<file path="src/rtl/rxr_pkg.sv">
package rxr_pkg;
   localparam int ADDR_W    = 32;
   localparam int WORD_W    = 32;
   localparam int LEN_W     = 12;
   localparam int ST_FIRST  = 14;
   localparam int ST_LAST   = 15;
   localparam int ST_TYPE   = 22;
   localparam int ST_HIT1   = 26;
   localparam int ST_BCAST  = 31;
   localparam int AW_OWNED  = 0;
   localparam int AW_WRAP   = 1;

   typedef enum logic [1:0] {
      S_IDLE = 2'd0,
      S_RECV = 2'd1,
      S_DROP = 2'd2
   } rx_state_e;

   typedef struct packed {
      logic [ADDR_W-1:0] desc_addr;
      logic [WORD_W-1:0] status;
      logic [WORD_W-1:0] own_word;
   } desc_job_t;
endpackage

</file>
<file path="src/rtl/rxr_fifo.sv">
module rxr_fifo #(
   parameter int W     = 8,
   parameter int DEPTH = 4
) (
   input  logic         clk,
   input  logic         rst,
   input  logic         push,
   input  logic [W-1:0] din,
   input  logic         pop,
   output logic [W-1:0] dout,
   output logic         empty,
   output logic         full
);
   localparam int PW = (DEPTH > 1) ? $clog2(DEPTH) : 1;

   logic [W-1:0]  store [DEPTH];
   logic [PW-1:0] wp_q, rp_q;
   logic [PW:0]   cnt_q;

   initial assert (DEPTH >= 2 && (DEPTH & (DEPTH - 1)) == 0)
      else $error("rxr_fifo: DEPTH must be a power of two of at least 2");

   assign empty = (cnt_q == '0);
   assign full  = (cnt_q == (PW+1)'(DEPTH));
   assign dout  = store[rp_q];

   always_ff @(posedge clk) begin
      if (rst) begin
         wp_q  <= '0;
         rp_q  <= '0;
         cnt_q <= '0;
      end else begin
         if (push) begin
            store[wp_q] <= din;
            wp_q        <= wp_q + 1'b1;
         end
         if (pop) rp_q <= rp_q + 1'b1;
         case ({push, pop})
            2'b10:   cnt_q <= cnt_q + 1'b1;
            2'b01:   cnt_q <= cnt_q - 1'b1;
            default: cnt_q <= cnt_q;
         endcase
      end
   end

   a_r6_no_overflow: assert property (@(posedge clk) disable iff (rst)
      push |-> !full);
   a_r6_no_underflow: assert property (@(posedge clk) disable iff (rst)
      pop |-> !empty);
endmodule

</file>
<file path="src/rtl/rxr_pack.sv">
module rxr_pack #(
   parameter int LANES = 4
) (
   input  logic                   clk,
   input  logic                   rst,
   input  logic                   take,
   input  logic [$clog2(LANES)-1:0] lane,
   input  logic [7:0]             byte_in,
   output logic [LANES*8-1:0]     word_o,
   output logic [LANES-1:0]       be_o
);
   localparam int LW = $clog2(LANES);

   logic [LANES*8-1:0] acc_q, acc_d;
   logic [LANES-1:0]   be_q, be_d;

   initial assert (LANES >= 2 && (LANES & (LANES - 1)) == 0)
      else $error("rxr_pack: LANES must be a power of two");

   for (genvar g = 0; g < LANES; g++) begin : g_lane
      always_comb begin
         if (lane == LW'(g)) begin
            acc_d[g*8 +: 8] = byte_in;
            be_d[g]         = 1'b1;
         end else if (lane == '0) begin
            acc_d[g*8 +: 8] = 8'h00;
            be_d[g]         = 1'b0;
         end else begin
            acc_d[g*8 +: 8] = acc_q[g*8 +: 8];
            be_d[g]         = be_q[g];
         end
      end
   end

   always_ff @(posedge clk) begin
      if (rst) begin
         acc_q <= '0;
         be_q  <= '0;
      end else if (take) begin
         acc_q <= acc_d;
         be_q  <= be_d;
      end
   end

   assign word_o = acc_d;
   assign be_o   = be_d;

   a_r2_lane_mark: assert property (@(posedge clk) disable iff (rst)
      take |-> be_o[lane]);
endmodule

</file>
<file path="src/rtl/rxr_wport.sv">
module rxr_wport
   import rxr_pkg::*;
(
   input  logic              clk,
   input  logic              rst,
   input  logic              data_req,
   input  logic [ADDR_W-1:0] data_addr,
   input  logic [WORD_W-1:0] data_word,
   input  logic [3:0]        data_be,
   input  logic              job_vld,
   input  desc_job_t         job,
   output logic              job_pop,
   output logic              wr_en,
   output logic [ADDR_W-1:0] wr_addr,
   output logic [WORD_W-1:0] wr_data,
   output logic [3:0]        wr_be
);
   logic owner_phase_q;

   assign job_pop = !data_req && job_vld && owner_phase_q;

   always_ff @(posedge clk) begin
      if (rst) begin
         wr_en         <= 1'b0;
         wr_addr       <= '0;
         wr_data       <= '0;
         wr_be         <= '0;
         owner_phase_q <= 1'b0;
      end else if (data_req) begin
         wr_en   <= 1'b1;
         wr_addr <= data_addr;
         wr_data <= data_word;
         wr_be   <= data_be;
      end else if (job_vld) begin
         wr_en         <= 1'b1;
         wr_be         <= 4'hF;
         owner_phase_q <= !owner_phase_q;
         if (owner_phase_q) begin
            wr_addr <= job.desc_addr;
            wr_data <= job.own_word;
         end else begin
            wr_addr <= job.desc_addr + ADDR_W'(4);
            wr_data <= job.status;
         end
      end else begin
         wr_en <= 1'b0;
      end
   end

   a_r6_data_priority: assert property (@(posedge clk) disable iff (rst)
      data_req |=> (wr_en && wr_addr == $past(data_addr) && wr_be == $past(data_be)));
   a_r2_be_contiguous: assert property (@(posedge clk) disable iff (rst)
      wr_en |-> (wr_be inside {4'h1, 4'h3, 4'h7, 4'hF}));
endmodule

</file>
<file path="src/rtl/rx_ring_writer.sv">
module rx_ring_writer
   import rxr_pkg::*;
#(
   parameter int IDX_W      = 8,
   parameter int SLOT_BYTES = 128,
   parameter int JOBQ_DEPTH = 4
) (
   input  logic        clk,
   input  logic        rst,
   input  logic [31:0] ring_base,
   input  logic        rx_valid,
   input  logic [7:0]  rx_byte,
   input  logic        rx_last,
   input  logic        rx_bcast,
   input  logic [3:0]  rx_addr_hit,
   input  logic        rx_type_hit,
   output logic        rd_en,
   output logic [31:0] rd_addr,
   input  logic [31:0] rd_data,
   output logic        wr_en,
   output logic [31:0] wr_addr,
   output logic [31:0] wr_data,
   output logic [3:0]  wr_be,
   output logic        overrun
);
   localparam int OFF_W  = $clog2(SLOT_BYTES);
   localparam int LANES  = WORD_W / 8;
   localparam int LANE_W = $clog2(LANES);

   initial assert (IDX_W >= 1 && IDX_W <= ADDR_W - 3)
      else $error("rx_ring_writer: IDX_W out of range");
   initial assert (SLOT_BYTES >= 2*LANES && (SLOT_BYTES & (SLOT_BYTES - 1)) == 0)
      else $error("rx_ring_writer: SLOT_BYTES must be a power of two");
   initial assert (SLOT_BYTES < (1 << LEN_W))
      else $error("rx_ring_writer: SLOT_BYTES exceeds length field");

   rx_state_e         state_q;
   logic [IDX_W-1:0]  cur_idx_q, nxt_idx, poll_idx, tag_idx_q;
   logic [WORD_W-1:0] cur_word_q, nxt_word_q;
   logic              cur_vld_q, nxt_vld_q, tag_vld_q, tag_nxt_q;
   logic [OFF_W-1:0]  off_q;
   logic              first_q;
   logic [LEN_W-1:0]  flen_q, flen_d;
   logic              ovr_q;

   logic              start_ok, adv_ok, take, slot_full, slot_end, emit;
   logic [ADDR_W-1:0] data_addr;
   logic [WORD_W-1:0] pack_word;
   logic [LANES-1:0]  pack_be;
   desc_job_t         job_new, job_head;
   logic              job_empty, job_full, job_pop;

   function automatic logic [ADDR_W-1:0] desc_at(input logic [ADDR_W-1:0] base,
                                                 input logic [IDX_W-1:0] idx);
      return base + {{(ADDR_W-IDX_W-3){1'b0}}, idx, 3'b000};
   endfunction

   // ring walk and polling
   assign nxt_idx  = cur_word_q[AW_WRAP] ? '0 : cur_idx_q + 1'b1;
   assign poll_idx = (state_q == S_RECV) ? nxt_idx : cur_idx_q;
   assign rd_en    = !rst;
   assign rd_addr  = desc_at(ring_base, poll_idx);

   assign start_ok  = cur_vld_q && !cur_word_q[AW_OWNED];
   assign adv_ok    = nxt_vld_q && !nxt_word_q[AW_OWNED];
   assign take      = rx_valid && ((state_q == S_RECV) ||
                                   (state_q == S_IDLE && start_ok));
   assign slot_full = &off_q;
   assign slot_end  = take && (rx_last || slot_full);
   assign emit      = take && ((off_q[LANE_W-1:0] == '1) || rx_last);
   assign flen_d    = flen_q + 1'b1;

   assign data_addr = {cur_word_q[ADDR_W-1:2], 2'b00} +
                      {{(ADDR_W-OFF_W){1'b0}}, off_q[OFF_W-1:LANE_W], {LANE_W{1'b0}}};

   // descriptor closing job
   always_comb begin
      job_new           = '0;
      job_new.desc_addr = desc_at(ring_base, cur_idx_q);
      job_new.own_word  = cur_word_q | WORD_W'(1 << AW_OWNED);
      job_new.status[ST_FIRST] = first_q;
      if (rx_last) begin
         job_new.status[ST_LAST]      = 1'b1;
         job_new.status[LEN_W-1:0]    = flen_d;
         job_new.status[ST_BCAST]     = rx_bcast;
         job_new.status[ST_TYPE]      = rx_type_hit;
         for (int h = 0; h < 4; h++)
            job_new.status[ST_HIT1-h] = rx_addr_hit[h];
      end
   end

   rxr_pack #(.LANES(LANES)) u_pack (
      .clk     (clk),
      .rst     (rst),
      .take    (take),
      .lane    (off_q[LANE_W-1:0]),
      .byte_in (rx_byte),
      .word_o  (pack_word),
      .be_o    (pack_be)
   );

   rxr_fifo #(.W($bits(desc_job_t)), .DEPTH(JOBQ_DEPTH)) u_jobq (
      .clk   (clk),
      .rst   (rst),
      .push  (slot_end),
      .din   (job_new),
      .pop   (job_pop),
      .dout  (job_head),
      .empty (job_empty),
      .full  (job_full)
   );

   rxr_wport u_wport (
      .clk       (clk),
      .rst       (rst),
      .data_req  (emit),
      .data_addr (data_addr),
      .data_word (pack_word),
      .data_be   (pack_be),
      .job_vld   (!job_empty),
      .job       (job_head),
      .job_pop   (job_pop),
      .wr_en     (wr_en),
      .wr_addr   (wr_addr),
      .wr_data   (wr_data),
      .wr_be     (wr_be)
   );

   always_ff @(posedge clk) begin
      if (rst) begin
         state_q    <= S_IDLE;
         cur_idx_q  <= '0;
         cur_word_q <= '0;
         cur_vld_q  <= 1'b0;
         nxt_word_q <= '0;
         nxt_vld_q  <= 1'b0;
         tag_vld_q  <= 1'b0;
         tag_nxt_q  <= 1'b0;
         tag_idx_q  <= '0;
         off_q      <= '0;
         first_q    <= 1'b1;
         flen_q     <= '0;
         ovr_q      <= 1'b0;
      end else begin
         ovr_q     <= 1'b0;
         tag_vld_q <= 1'b1;
         tag_nxt_q <= (state_q == S_RECV);
         tag_idx_q <= poll_idx;

         // capture polled descriptor words
         if (tag_vld_q && tag_nxt_q && state_q == S_RECV && tag_idx_q == nxt_idx) begin
            nxt_word_q <= rd_data;
            nxt_vld_q  <= 1'b1;
         end
         if (tag_vld_q && !tag_nxt_q && state_q != S_RECV && tag_idx_q == cur_idx_q) begin
            cur_word_q <= rd_data;
            cur_vld_q  <= 1'b1;
         end

         if (take) begin
            off_q   <= off_q + 1'b1;
            flen_q  <= flen_d;
            state_q <= S_RECV;
            if (slot_end) begin
               cur_idx_q <= nxt_idx;
               nxt_vld_q <= 1'b0;
               off_q     <= '0;
               if (rx_last) begin
                  state_q   <= S_IDLE;
                  cur_vld_q <= 1'b0;
                  first_q   <= 1'b1;
                  flen_q    <= '0;
               end else if (adv_ok) begin
                  cur_word_q <= nxt_word_q;
                  cur_vld_q  <= 1'b1;
                  first_q    <= 1'b0;
               end else begin
                  state_q   <= S_DROP;
                  ovr_q     <= 1'b1;
                  cur_vld_q <= 1'b0;
                  first_q   <= 1'b1;
                  flen_q    <= '0;
               end
            end
         end else if (rx_valid) begin
            if (state_q == S_IDLE) begin
               ovr_q <= 1'b1;
               if (!rx_last) state_q <= S_DROP;
            end else if (state_q == S_DROP && rx_last) begin
               state_q <= S_IDLE;
            end
         end
      end
   end

   assign overrun = ovr_q;

   a_r1_quiet_after_reset: assert property (@(posedge clk) disable iff (rst)
      $past(rst) |-> (!wr_en && !overrun));
   a_r7_wrap_to_zero: assert property (@(posedge clk) disable iff (rst)
      (slot_end && cur_word_q[AW_WRAP]) |=> (cur_idx_q == '0));
   a_r3_next_slot: assert property (@(posedge clk) disable iff (rst)
      (take && slot_full && !rx_last && adv_ok) |=> (off_q == '0 && state_q == S_RECV && !first_q));
   a_r9_overrun_not_storing: assert property (@(posedge clk) disable iff (rst)
      overrun |-> (state_q != S_RECV));
   a_r6_job_room: assert property (@(posedge clk) disable iff (rst)
      slot_end |-> !job_full);
endmodule

</file>
<file path="config.mk">
export PLATFORM = sky130hd
export DESIGN_NAME = rx_ring_writer
export DESIGN_NICKNAME = d
export VERILOG_FILES = /design/src/rtl/rxr_pkg.sv /design/src/rtl/rxr_fifo.sv /design/src/rtl/rxr_pack.sv /design/src/rtl/rxr_wport.sv /design/src/rtl/rx_ring_writer.sv
export SDC_FILE = /design/constraint.sdc
export NUM_CORES = 1
export LEC_CHECK = 0
export BUFFER_PORTS_ARGS = -buffer_cell sky130_fd_sc_hd__buf_2
export CAP_MARGIN = 20
export CORE_ASPECT_RATIO = 1.4
export CORE_MARGIN = 4
export CORE_UTILIZATION = 60
export DETAILED_ROUTE_END_ITERATION = 8
export GPL_TIMING_DRIVEN = 0
export PLACE_DENSITY = 0.87
export SYNTH_ARGS = -nofsm -noshare
export SYNTH_HDL_FRONTEND = slang
export SYNTH_SLANG_ARGS = --single-unit
</file>
<file path="constraint.sdc">
create_clock -name clk -period 4.54 [get_ports clk]
set_input_delay 0.454 -clock clk [delete_from_list [all_inputs] [get_ports clk]]
set_output_delay 0.454 -clock clk [all_outputs]
set_load 0.02 [all_outputs]
</file>
* Word-level counts from Yosys, hierarchy flattened
Memories as Yosys holds them, arrays and structs flattened. A register that Yosys moved wholly into a read port is not among the register bits. Cells that the tools add are included.
Operators by class: bitwise logic cells 2, $add $sub $neg 11, multiplexer cells 69, equality and inequality tests 12, reductions and logical operators 35
Operators by type and width (count):
- two-way mux 32 bit | 11
- two-way mux 8 bit | 9
- adder 32 x 11 -> 32 bit | 2
- two-way mux 12 bit | 4
- adder 32 x 3 -> 32 bit, second input constant | 1
- adder 32 x 7 -> 32 bit | 1
- two-way mux 1 bit | 30
- two-way mux 2 bit | 10
- equality test 8 bit | 2
- logical AND 1 bit | 15
- adder 12 x 1 -> 12 bit, second input constant | 1
- adder 8 x 1 -> 8 bit, second input constant | 1
- equality test 2 bit, second input constant | 4
- two-way mux 4 bit | 2
- adder 7 x 1 -> 7 bit, second input constant | 1
- zero test 1 bit | 7
- two-way mux 7 bit | 1
- AND reduction 7 bit | 1
- equality test 2 x 1 -> 1 bit, second input constant | 3
- one-hot mux 3 bit (2 select lines) | 1
- two-way mux 5 bit | 1
- adder 2 x 1 -> 2 bit, second input constant | 2
- zero test 2 bit | 2
- != test 2 x 1 -> 1 bit, second input constant | 2
- other kinds (10) | 15
Storage, ports and cells: output and inout bits 103, memory bits (writable) 332, register bits after elaboration 220, bits of input ports 82, memories kept 1
Memory list:
- u_jobq.store | words 4, width 83, read ports 1, clocked after memory_dff 1, write ports 1, line rxr_fifo.sv:16 | logic [W-1:0] store [DEPTH];

* Logic depth before layout (Yosys ltp)
depth in word-level cells 11, mapped depth 15, gate-level depth less buffers 13

* Modules after synthesis
A second synthesis with hierarchy kept.
Unflattened totals: cell total of the unflattened synthesis 2303, area, all modules 27781.6 um^2
Modules (own cells, without submodules):
- rxr_fifo | times used 1, area each 14296.2 um^2, sequential area each 11711.2 um^2, cells an instance 550
- rx_ring_writer | times used 1, area each 7339.5 um^2, sequential area each 2142.1 um^2, cells an instance 941
- rxr_wport | times used 1, area each 4217.8 um^2, sequential area each 1401.3 um^2, cells an instance 545
- rxr_pack | times used 1, area each 1928.1 um^2, sequential area each 720.7 um^2, cells an instance 267

* Least setup slack after synthesis
No wires, ideal clock.
path type register -> register, from register off_q[0], to memory u_jobq.store[0][0] (netlist name), enable pin, cell stages (with the launch flop) 9, setup slack 434 ps, clock period less this slack 4106 ps, library setup time 451 ps, data arrival time 3654 ps, cells stage by stage dfxtp_1 ha_1 clkbuf_1 nand2_1 nor2_1 nor2_1 nor2_1 clkbuf_1 and3_1
Between the ends: word-level cells in the longest chain between the ends 6
RTL lines:
- from (decl) | line rx_ring_writer.sv:41 | logic [OFF_W-1:0] off_q;
- from (signal assigned) | line rx_ring_writer.sv:161 | off_q <= off_q + 1'b1;
- AND reduction 7 bit | line rx_ring_writer.sv:68 | assign slot_full = &off_q;
- logical OR 1 bit | line rx_ring_writer.sv:69 | assign slot_end = take && (rx_last || slot_full);
- logical AND 1 bit | line rx_ring_writer.sv:69
- two-way mux 1 bit | line rxr_fifo.sv:33 | if (push) begin
- two-way mux 1 bit | line rxr_fifo.sv:28 | if (rst) begin
- two-way mux 1 bit (implied by the code) | line rxr_fifo.sv:34 | store[wp_q] <= din;
- to (decl) | line rxr_fifo.sv:16
Every way passes these cells.

* Worst setup path in the final report
from register cur_idx_q[4], to output rd_addr[27]
Between the ends: word-level cells in the longest chain between the ends 4
RTL lines:
- from (decl) | line rx_ring_writer.sv:38 | logic [IDX_W-1:0] cur_idx_q, nxt_idx, poll_idx, tag_idx_q;
- from (signal assigned) | line rx_ring_writer.sv:165 | cur_idx_q <= nxt_idx;
- adder 8 x 1 -> 8 bit | line rx_ring_writer.sv:59 | assign nxt_idx = cur_word_q[AW_WRAP] ? '0 : cur_idx_q + 1'b1;
- two-way mux 8 bit | line rx_ring_writer.sv:59
- two-way mux 8 bit | line rx_ring_writer.sv:60 | assign poll_idx = (state_q == S_RECV) ? nxt_idx : cur_idx_q;
- named net poll_idx[6] | line rx_ring_writer.sv:38
- adder 32 x 11 -> 32 bit | line rx_ring_writer.sv:55 | return base + {{(ADDR_W-IDX_W-3){1'b0}}, idx, 3'b000};
- to (decl) | line rx_ring_writer.sv:18 | output logic [31:0] rd_addr,
The timed path passes the listed nets, and every way through them passes these cells.

==> impl_results.md <==
* Root buffer cell: clkbuf_16
* TritonCTS clock tree: built
* I/O Buffers at 182
* GP Congestion at 0.952
* Worst-case clock buffer depth at 3
* Drt wl/cell at 26.4 um
* Post-DRT Antenna Nets at 0
* Ys flop type: edfxtp_1
* Top cell type's share of synthesized area at 40.2%
* VDD IR max at 0.259 mV
* Core region area at 40600 um2
* Clock latency on the worst-skew pair at 0.58 ns
* Cts bufs inserted at 49
* Synth unique cells at 74
* Setup violators final at 0
* Post-Syn Area at 24800 um2
* CTS sink cnt at 554
* Fin. max-slew vios at 0
* Largest net degree at the start of global routing at 57
* Pint at 8260 uW
* Max Clk Rate at 229 MHz
* Endpoint type of the worst setup path: primary output
* Clk pwr share at 39.2%
* Synthesized area per cell at 12.2 um2
* Crit-path max FO at 6
* Row count at 87
* RSZ-0062 raised after global routing: false
* Status: completed
* Hold/Removal Path Class: input pin to flop
* Synth area leaders: edfxtp_1 (40%), dfxtp_1 (18%), mux4_2 (7.3%), mux2i_1 (3.8%), nor2_1 (3.4%)
* Pre-CTS setup slack at -0.0697 ns
* Max-slew headroom at 30.0%
* GRT Residual Overflow at 0
* Switching power at 2740 uW
* LEAKAGE at 0.00999 uW
* Routed WL at 74.9 mm
* Gate power share at 9.6%
* Vert. Die Dim at 249 um
* CP startpoint: cur_idx_q[4]
* Count leader, synth: edfxtp_1
* Critical Path Source Type: flop
* CTS Hold Bufs at 0
* Reg2reg end: u_jobq.cnt_q[2]
* # IOs at 185
* Final period util at 96.1%
* Top cells by count, synth: edfxtp_1 (332), nor2_1 (226), dfxtp_1 (222)
* R2r startpoint: off_q[0]
* Synth warnings at 0
* Crit Path Category: flop to primary output
* Htree depth at 2
* Initial core utilization at 61.1%
* DRC Markers at 0
* Die width at 180 um
* Hpwl dp at 53.6 mm
* Post-DR vias/cell at 6.52
* Number of global-route vias before repair at 18234
* Pre-Repair DR Iteration Count at 6
* Diodes inserted at 0
* Syn nets at 2148
* Layout area overhead at 14.0%
* Final Non-Filler Cells at 2842
* GR Util All Layers at 32.5%
* Period minus WS final at 4.36 ns
* Final worst slack at 0.179 ns
* First-pass GRT wire length at 112 mm
* Hold depth at 1
* Antenna violations before repair at 0
* Cells after Synth at 2029
* Hold endpoint: u_jobq.store[2][44]
* Critical Path RT at 4.09 ns
* Fin. Hold Viols at 0
* Area leader, netlist: edfxtp_1
* Worst Reg2Reg Path Length in Cells at 13
* Nets at 2388
* Async S/R FF share, synth at 0%
* Worst reg-to-reg setup slack at 0.39 ns
* Critical Path AT at 3.91 ns
* Die area at 44700 um2
* Register area share after synthesis at 58.1%
* Sequential fraction of design power at 51.2%
* Clk pin slew, worst setup/hold paths at 0.06 ns
* Slew @ Worst Pin at 1.05 ns
* Sw frac at 24.9%
* Detailed-route via count at 18537
* Max Cap Viol at 0
* Placed Cells at 2749
* Share of cells above drive strength 1 at 17.7%
* Number of flops mapped to enable cells by yosys at 332
* Drt initial violations at 2257
* PwrDens at 389 nW/um2
* Hold Crit Start: rx_last
* Setup Skew at 0.0254 ns
* Number of synthesized register bits at 554
[cell usage in the layout (no fill, tap or decap), types with 12 or more instances in the layout]
cell / n
clkbuf_16: 52
clkbuf_1: 99
nand2_1: 171
a221oi_1: 12
inv_1: 34
nand3_1: 48
nor3b_1: 24
and3_1: 18
o21ai_0: 46
dfxtp_1: 219
ha_1: 32
nor3_1: 41
buf_2: 191
mux2i_1: 94
nand4_1: 16
xnor2_1: 66
a21oi_1: 92
a211oi_1: 79
edfxtp_1: 332
nor2_1: 226
and2_1: 30
xor2_1: 71
mux4_2: 80
[flip-flops by register name, indices dropped and copies added (netlist names), 2 cells and up, named ones only]
name and cells:
u_jobq.store 332, u_wport.wr_addr 32, u_wport.wr_data 32, u_pack.be_q 4
u_jobq.rp_q 2, off_q 7, cur_word_q 32, nxt_word_q 32
u_jobq.wp_q 2, state_q 2, flen_q 12, cur_idx_q 8
u_pack.acc_q 32, u_jobq.cnt_q 3, u_wport.wr_be 4, tag_idx_q 8
[timing repair]
action	4_1_cts	5_1_grt
pin swaps	1	3
setup endpoints to repair	17	16
resized for setup	15	11
setup buffers	1	3
[worst max-delay path: stages (launching register included)]
cell and delay (ns):
dfxtp_1 0.39, clkbuf_1 0.31, nand3_1 0.17, or3_1 0.39
a21oi_1 0.31, mux2_2 0.26, ha_1 0.22, nor3_1 0.08
nor2_1 0.20, a21boi_1 0.48, nand2_1 0.19, xnor2_1 0.17
buf_2 0.18
[area by class of cell]
type	count	area, um2
flip-flops and latches	554	14400
fillers	2716	12300
multi-input cells	1315	9760
clock buffers	66	1390
repair buffers	191	1070
well taps	534	668
plain buffers	124	567
clock inverters	24	265
inverters	34	128
[per-layer routing]
metal,global-route usage (%),routed length (um)
met1,38.8,25600
met4,20.3,6030
met5,0,0
met3,5.34,6580
met2,55.0,36700
[logic make-up (layout without fill, tap and decap cells)]
family                     after synthesis  in the layout  synth area share (%)
DFF                                    554            554                  58.1
AOI/OAI and AO/OA                      304            304                  8.01
and+or+nand+nor                        654            654                  12.6
buffers and inverters                  160            439                  2.79
muxes                                  182            182                  11.6
adders and majority gates               37             37                  1.99
xor gates and xnor gates               138            138                  4.90
[stage by stage]
| step | instance area, um2 | total power [uW] | utilization, % | TNS [ns] | hold slack (ns) |
|---|---|---|---|---|---|
| after CTS | 28200 | 11000 | 69.5 | 0 | 0.0907 |
| after floorplan | 24800 | 6280 | - | 0 | 0.430 |
| final | 28300 | 11000 | 69.6 | 0 | 0.104 |
| after global placement | 26400 | 6700 | 65.0 | -466.63 | 0.439 |
| after global routing | 28300 | 11300 | 69.6 | 0 | 0.0970 |
| after detailed placement | 26500 | 6740 | 65.3 | -0.159 | 0.445 |
[power by group through the flow]
stage / Combinational, uW / Sequential, uW / Clock, uW
after CTS: 1020 / 5630 / 4330
after global placement: 973 / 5720 / 0
final: 1050 / 5630 / 4310
after floorplan: 563 / 5720 / 0
after detailed placement: 1010 / 5730 / 0
after global routing: 1110 / 5630 / 4550
[worst max-delay path by stage]
stage	end	cells after the start	slack, ns
global placement	u_jobq.store[3][34]	8	-1.63
CTS	rd_addr[21]	14	0.01
global route	rd_addr[23]	14	0.02
floorplan	u_jobq.store[0][0]	8	0.43
detailed placement	rd_addr[23]	16	-0.07
finish	rd_addr[27]	12	0.18
Power figures use the tool's default switching activity.
